`src/rtl/twindiv_pkg.sv`:
```
`timescale 1ns/1ps
// twindiv_pkg: shared types and helpers for the dual-ratio divider.
// Assumes ratios are small positive integers (>= 2).
package twindiv_pkg;

    // Output B ratio code as seen on sel_b.
    typedef enum logic [1:0] {
        B_CODE_QUAD    = 2'b00,
        B_CODE_HEX     = 2'b01,
        B_CODE_PENTA_A = 2'b10,
        B_CODE_PENTA_B = 2'b11
    } b_code_e;

    // Registered select pins.
    typedef struct packed {
        logic       a;
        logic [1:0] b;
    } sel_t;

    function automatic int max3(input int x, input int y, input int z);
        int m;
        m = (x > y) ? x : y;
        return (m > z) ? m : z;
    endfunction

    function automatic int min3(input int x, input int y, input int z);
        int m;
        m = (x < y) ? x : y;
        return (m < z) ? m : z;
    endfunction

endpackage

```
`src/rtl/twindiv_hold_sync.sv`:
```
`timescale 1ns/1ps
// twindiv_hold_sync: captures the freeze request on the falling clock
// edge so the dividers can only start or stop while the clock is low.
// Assumes freeze is stable around the falling edge of clk.
module twindiv_hold_sync (
    input  logic clk,
    input  logic rst_n,
    input  logic freeze,
    output logic hold_q
);

    // Falling-edge capture of the pause request; reset means running.
    always_ff @(negedge clk or negedge rst_n) begin
        if (!rst_n) begin
            hold_q <= 1'b0;
        end else begin
            hold_q <= freeze;
        end
    end

endmodule

```
`src/rtl/twindiv_sel_reg.sv`:
```
`timescale 1ns/1ps
// twindiv_sel_reg: samples the ratio select pins on every rising edge
// (reset included, so the launch period already sees them) and decodes
// them into ratio values for the two dividers.
// Assumes the select pins are held for at least one rising edge.
module twindiv_sel_reg #(
    parameter int RW   = 3,
    parameter int A_LO = 2,
    parameter int A_HI = 4,
    parameter int B_00 = 4,
    parameter int B_01 = 6,
    parameter int B_1X = 5
) (
    input  logic          clk,
    input  logic          sel_a,
    input  logic [1:0]    sel_b,
    output logic [RW-1:0] ratio_a,
    output logic [RW-1:0] ratio_b
);
    import twindiv_pkg::*;

    sel_t sel_q;

    // Select sampling register; deliberately free of reset so it tracks the pins during reset.
    always_ff @(posedge clk) begin
        sel_q <= '{a: sel_a, b: sel_b};
    end

    // Output A ratio decode.
    always_comb begin
        ratio_a = sel_q.a ? RW'(A_HI) : RW'(A_LO);
    end

    // Output B ratio decode: both codes with the upper bit set select /5.
    always_comb begin
        case (b_code_e'(sel_q.b))
            B_CODE_QUAD:    ratio_b = RW'(B_00);
            B_CODE_HEX:     ratio_b = RW'(B_01);
            B_CODE_PENTA_A: ratio_b = RW'(B_1X);
            default:        ratio_b = RW'(B_1X);
        endcase
    end

endmodule

```
`src/rtl/twindiv_divider.sv`:
```
`timescale 1ns/1ps
// twindiv_divider: one programmable divider. A period of R input cycles
// starts high and stays high for floor(R/2) cycles. A new ratio is
// loaded only at a period start (launch or terminal count).
// Assumes ratio_in >= 2 and that adv/restart are common to all dividers.
module twindiv_divider #(
    parameter int RW    = 3,
    parameter int MIN_R = 2,
    parameter int MAX_R = 4
) (
    input  logic          clk,
    input  logic          rst_n,
    input  logic          adv,
    input  logic          restart,
    input  logic [RW-1:0] ratio_in,
    output logic          q
);

    logic [RW-1:0] cnt_q;
    logic [RW-1:0] ratio_q;
    logic [RW-1:0] cnt_nx;
    logic          period_start;
    logic          q_r;

    // Next position within the period and period-start detection.
    always_comb begin
        cnt_nx       = cnt_q + RW'(1);
        period_start = restart || (cnt_q == ratio_q - RW'(1));
    end

    // Period counter, active ratio and output level.
    always_ff @(posedge clk or negedge rst_n) begin
        if (!rst_n) begin
            cnt_q   <= '0;
            ratio_q <= RW'(MIN_R);
            q_r     <= 1'b0;
        end else if (adv) begin
            if (period_start) begin
                cnt_q   <= '0;
                ratio_q <= ratio_in;
                q_r     <= 1'b1;
            end else begin
                cnt_q   <= cnt_nx;
                q_r     <= (cnt_nx < (ratio_q >> 1));
            end
        end
    end

    assign q = q_r;

    // a paused edge leaves the output and its position untouched.
    p_hold_stable_r5: assert property (@(posedge clk) disable iff (!rst_n)
        !adv |=> ($stable(q_r) && $stable(cnt_q)))
        else $error("p_hold_stable_r5");

    // the active ratio changes only at a period start.
    p_ratio_at_start_r8: assert property (@(posedge clk) disable iff (!rst_n)
        (adv && !period_start) |=> $stable(ratio_q))
        else $error("p_ratio_at_start_r8");

    // every period starts with the output high.
    p_period_high_r1: assert property (@(posedge clk) disable iff (!rst_n)
        (adv && period_start) |=> q_r)
        else $error("p_period_high_r1");

    // once launched, the active ratio lies within this divider's range.
    p_ratio_legal_r2: assert property (@(posedge clk) disable iff (!rst_n)
        !restart |-> (ratio_q >= RW'(MIN_R) && ratio_q <= RW'(MAX_R)))
        else $error("p_ratio_legal_r2");

endmodule

```
`src/rtl/twindiv_top.sv`:
```
`timescale 1ns/1ps
// twindiv_top: two lockstep clock dividers (A: /2 or /4, B: /4, /5, /6)
// sharing one pause control, one launch flag and one reset.
// Assumes rst_n is asserted once after power-up before outputs are used.
module twindiv_top #(
    parameter int A_LO = 2,
    parameter int A_HI = 4,
    parameter int B_00 = 4,
    parameter int B_01 = 6,
    parameter int B_1X = 5
) (
    input  logic       clk,
    input  logic       rst_n,
    input  logic       freeze,
    input  logic       sel_a,
    input  logic [1:0] sel_b,
    output logic       qa,
    output logic       qa_n,
    output logic       qb,
    output logic       qb_n
);
    import twindiv_pkg::*;

    localparam int RMAX  = max3(max3(A_LO, A_HI, 0), max3(B_00, B_01, B_1X), 0);
    localparam int RW    = $clog2(RMAX + 1);
    localparam int NDIV  = 2;
    localparam int A_MIN = (A_LO < A_HI) ? A_LO : A_HI;
    localparam int A_MAX = (A_LO > A_HI) ? A_LO : A_HI;
    localparam int B_MIN = min3(B_00, B_01, B_1X);
    localparam int B_MAX = max3(B_00, B_01, B_1X);

    logic            hold_q;
    logic            adv;
    logic            launched_q;
    logic [RW-1:0]   ratio_a;
    logic [RW-1:0]   ratio_b;
    logic [RW-1:0]   ratio_v [NDIV];
    logic [NDIV-1:0] div_q;

    twindiv_hold_sync u_hold (
        .clk    (clk),
        .rst_n  (rst_n),
        .freeze (freeze),
        .hold_q (hold_q)
    );

    twindiv_sel_reg #(
        .RW   (RW),
        .A_LO (A_LO),
        .A_HI (A_HI),
        .B_00 (B_00),
        .B_01 (B_01),
        .B_1X (B_1X)
    ) u_sel (
        .clk     (clk),
        .sel_a   (sel_a),
        .sel_b   (sel_b),
        .ratio_a (ratio_a),
        .ratio_b (ratio_b)
    );

    // Common advance strobe for both dividers.
    always_comb begin
        adv        = !hold_q;
        ratio_v[0] = ratio_a;
        ratio_v[1] = ratio_b;
    end

    // Shared launch flag: set on the first advancing edge after reset.
    always_ff @(posedge clk or negedge rst_n) begin
        if (!rst_n) begin
            launched_q <= 1'b0;
        end else if (adv) begin
            launched_q <= 1'b1;
        end
    end

    for (genvar g = 0; g < NDIV; g++) begin : g_div
        localparam int LO = (g == 0) ? A_MIN : B_MIN;
        localparam int HI = (g == 0) ? A_MAX : B_MAX;
        twindiv_divider #(
            .RW    (RW),
            .MIN_R (LO),
            .MAX_R (HI)
        ) u_div (
            .clk      (clk),
            .rst_n    (rst_n),
            .adv      (adv),
            .restart  (!launched_q),
            .ratio_in (ratio_v[g]),
            .q        (div_q[g])
        );
    end

    // Output pairs: true and complement.
    always_comb begin
        qa   = div_q[0];
        qa_n = ~div_q[0];
        qb   = div_q[1];
        qb_n = ~div_q[1];
    end

    // the launch edge drives both outputs high together.
    p_launch_aligned_r4: assert property (@(posedge clk) disable iff (!rst_n)
        (!launched_q && adv) |=> (div_q == 2'b11))
        else $error("p_launch_aligned_r4");

    // a captured pause keeps the launch flag where it was.
    p_hold_launch_r5: assert property (@(posedge clk) disable iff (!rst_n)
        hold_q |=> $stable(launched_q))
        else $error("p_hold_launch_r5");

endmodule

```
`config.mk`:
```
export PLATFORM = sky130hd
export DESIGN_NAME = twindiv_top
export DESIGN_NICKNAME = d
export VERILOG_FILES = /design/src/rtl/twindiv_pkg.sv /design/src/rtl/twindiv_hold_sync.sv /design/src/rtl/twindiv_sel_reg.sv /design/src/rtl/twindiv_divider.sv /design/src/rtl/twindiv_top.sv
export SDC_FILE = /design/constraint.sdc
export NUM_CORES = 1
export LEC_CHECK = 0
export ABC_CLOCK_PERIOD_IN_PS = 2100
export BUFFER_PORTS_ARGS = -buffer_cell sky130_fd_sc_hd__buf_2
export CAP_MARGIN = 20
export CORE_MARGIN = 5
export CORE_UTILIZATION = 55
export DETAILED_ROUTE_END_ITERATION = 7
export PLACE_DENSITY = 0.8
export RECOVER_POWER = 100
export SYNTH_ARGS = -nofsm -noshare
export SYNTH_HDL_FRONTEND = slang
export SYNTH_HIERARCHICAL = 1
export SYNTH_SLANG_ARGS = --single-unit
export TNS_END_PERCENT = 10
```
`constraint.sdc`:
```
create_clock -name clk -period 2.1 [get_ports clk]
set_clock_uncertainty 0.05 [all_clocks]
set_input_delay 0.315 -clock clk [delete_from_list [all_inputs] [get_ports clk]]
set_output_delay 0.315 -clock clk [all_outputs]
set_load 0.05 [all_outputs]
```
==> metrics <==
number of rows in the core area=15; clock tree from TritonCTS=done; Area growth syn-to-layout=16.1%; sequence of cells on the critical path=inv_2 -> and2_4 -> a41oi_4 -> mux2_4; final max-slew violation count=0; final layout net count=between 100 and 150; CP peak stage delay=0.44 ns; Static Leakage=0.588 nW; Congestion Overflow GR=0; post-synthesis cell count=90; reg2reg setup slack=-0.29 ns; Filler Cells Inserted=140; commonest non-fill, non-tap cells in the layout=13 x dfrtp_1, 12 x inv_1, 8 x xor2_1; first-pass GRT wire length=2.89 mm; ys async rst share=a little over four fifths; initial detailed-routing violation count=6; Worst Hold End=u_sel/sel_q[1]; TritonRoute pass-1 iters=4; residual antenna-violating net count after detailed routing=0; area of the core region=~1700 sq um; total of flip-flops plus latches after synthesis=19; crit start category=flip-flop; initial antenna violation count=0; HP Class=primary input to flip-flop; total power of the final layout=between 1.5 and 2 mW; Total Routing Usage GR=14.0%; Crit Path Max Fanout=4; cts bufs inserted=3; routed wire length per instance=~13 um; starting density of the core=around 59%; Warnings, synthesis=6; violated checks=negative setup slack; overall via count from detail_route=approximately 650; area share of the largest cell type after synthesis=approximately a third; areal power density over the cells=1660 nW/um^2; net count of the mapped netlist=just over 100; RSZ-0062 raised after global routing=yes; diode count=0; via-per-instance ratio=approximately 5; die boundary width=approximately 53 um; Sequential Area=between 400 and 500 sq um; Final Hold Violating Endpoints=0; buffers added on ports=9; layout cell share with drive strength beyond 1=roughly a third; crit end category=flip-flop; Min-Delay Startpoint=sel_b[1]; Crit Path Category=flip-flop to flip-flop; slew of the pin with the lowest slew margin=approximately 0.8 ns; post-layout util=between 60% and 70%; final routed wirelength across all metal layers=about 1.7 mm; DRC violation count after routing=0; Worst IR Drop VDD=around 0.84 mV; die area=roughly 2800 sq um; Setup WS post-layout=-0.287 ns; source-to-sink clock delay at the later pin of the worst-skew pair=about 0.29 ns; die span in y=between 50 and 60 um; clock tree buffer depth=2; clock transition at the registers of the reported paths=roughly 0.11 ns; maximum number of pins on one net before global-route repair=16; standard cell with the maximum stage delay on the critical path=dfrtn_1; hold depth=1; commonest non-fill, non-tap cell in the layout=dfrtp_1; area occupied by multi-input gates=around 520 sq um; CTS sink cnt=19; Worst R2R Start=u_hold/hold_q; post-detail-place hpwl=1.29 mm; cell area after synthesis=1030 sq um; Top FF cell, synth=dfrtp_1; cell chosen for the clock root=clkbuf_4; Data arrival, critical path=roughly 2.5 ns; outcome=complete, but fails checks; synthesized area per cell=between 10 and 15 sq um; last weighted congestion value of the routability-driven placer=roughly 0.80; Reg2Reg Capture Point=g_div[1].u_div/ratio_q[0]; leading cell types by total area after synthesis=dfrtp_1 32%, ha_1 7.3%, xor2_1 6.8%, mux2_2 6.6%, dfxtp_1 5.8%; Post-synth EDFFs=0; count of pins on the block boundary=10; count of distinct cell types in the synthesized netlist=24; Maximum Capacitance Violations=0; proportion of synthesized chip area in sequential cells=between 40% and 50%; Setup violations, final=13; via count of the first global-routing pass=between 600 and 700; depth of the CTS H-tree=1; area leader, netlist=dfrtp_1; required time of the critical path=2.24 ns; remaining max-slew budget at the tightest pin=45.1%; number of cells on the worst reg-to-reg path=4
-- per-layer routing --
| metal | wire length (um) | GRT usage (%) | vias up |
|---|---|---|---|
| met5 | 0 | 0 | - |
| met4 | 14 | 3.83 | 0 |
| met3 | 91 | 3.66 | 2 |
| met2 | 805 | 23.7 | 15 |
| met1 | 772 | 17.4 | 310 |
| li1 | - | - | 324 |
-- synth_stat cells (3+ instances only) --
cell type / count
buf_4: 3
clkbuf_1: 3
dfrtp_1: 13
dfxtp_1: 3
ha_1: 6
inv_1: 13
mux2_2: 6
nand2_1: 4
nand2b_1: 5
xor2_1: 8
-- state kept, by name (all words and copies together), names as in the netlist --
register / count
g_div.u_div/cnt_q: 6
g_div.u_div/q: 2
g_div.u_div/ratio_q: 6
launched_q: 1
u_hold/hold_q: 1
u_sel/sel_q: 3
-- how the worst max path moves through the flow --
stage / startpoint / endpoint / cells after the start
finish: u_hold/hold_q / g_div[1].u_div/ratio_q[0] / 4
floorplan: u_hold/hold_q / g_div[1].u_div/ratio_q[0] / 5
CTS: u_hold/hold_q / g_div[1].u_div/ratio_q[0] / 4
global route: u_hold/hold_q / g_div[1].u_div/ratio_q[2] / 4
global placement: u_hold/hold_q / g_div[1].u_div/ratio_q[1] / 4
detailed placement: u_hold/hold_q / g_div[1].u_div/ratio_q[1] / 4
-- report_power, final --
part           internal, mW  switching (mW)  total [mW]
Clock                0.0708           0.111       0.182
Combinational         0.523           0.615        1.14
Sequential            0.520           0.144       0.664
-- layout make-up --
type / count / area share, %
Clock buffer: 3 / 1.89
Clock inverter: 1 / 0.419
Inverter: 13 / 4.09
Multi-Input combinational cell: 52 / 43.4
Sequential cell: 19 / 38.8
Tap cell: 25 / 2.62
Timing Repair Buffer: 17 / 8.81
-- kinds of logic after synthesis --
kind of cell | count (synthesis) | synth area share [%]
other cells | 2 | 0.730
flops | 19 | 45.0
mux | 6 | 6.57
fa+ha+maj | 6 | 7.30
buf+inv | 19 | 8.03
xor+xnor | 10 | 11.2
simple gates | 12 | 6.33
compound gates | 16 | 14.8
-- per-stage QoR --
stage	area [sq um]	cells	setup WS [ns]	TNS, ns	hold WS, ns
after global routing	1190	130	-0.330	-2.48	0.0473
after floorplan	1060	90	-0.371	-1.99	-0.0306
after global placement	1120	123	-0.239	-1.57	0.265
after CTS	1180	129	-0.272	-1.77	0.0563
final	1190	130	-0.287	-1.96	0.0607
after detailed placement	1120	123	-0.278	-1.94	0.266
-- timing repair --
| action | in CTS | in global routing |
|---|---|---|
| endpoints found under the hold margin | 13 | 0 |
| endpoints found under the setup margin | 14 | 14 |
| hold buffers | 1 | 0 |
| buffers inserted | 1 | 1 |
| gates resized for setup | 4 | 5 |
-- worst max-delay path, delay by kind of cell (launching register included) --
kind | cells | cell delay (ns)
buffers and inverters | 1 | 0.06
DFF | 1 | 0.44
muxes | 1 | 0.32
and+or+nand+nor | 1 | 0.14
AOI/OAI and AO/OA | 1 | 0.23
Note: power is estimated with default switching activity, not from simulation.
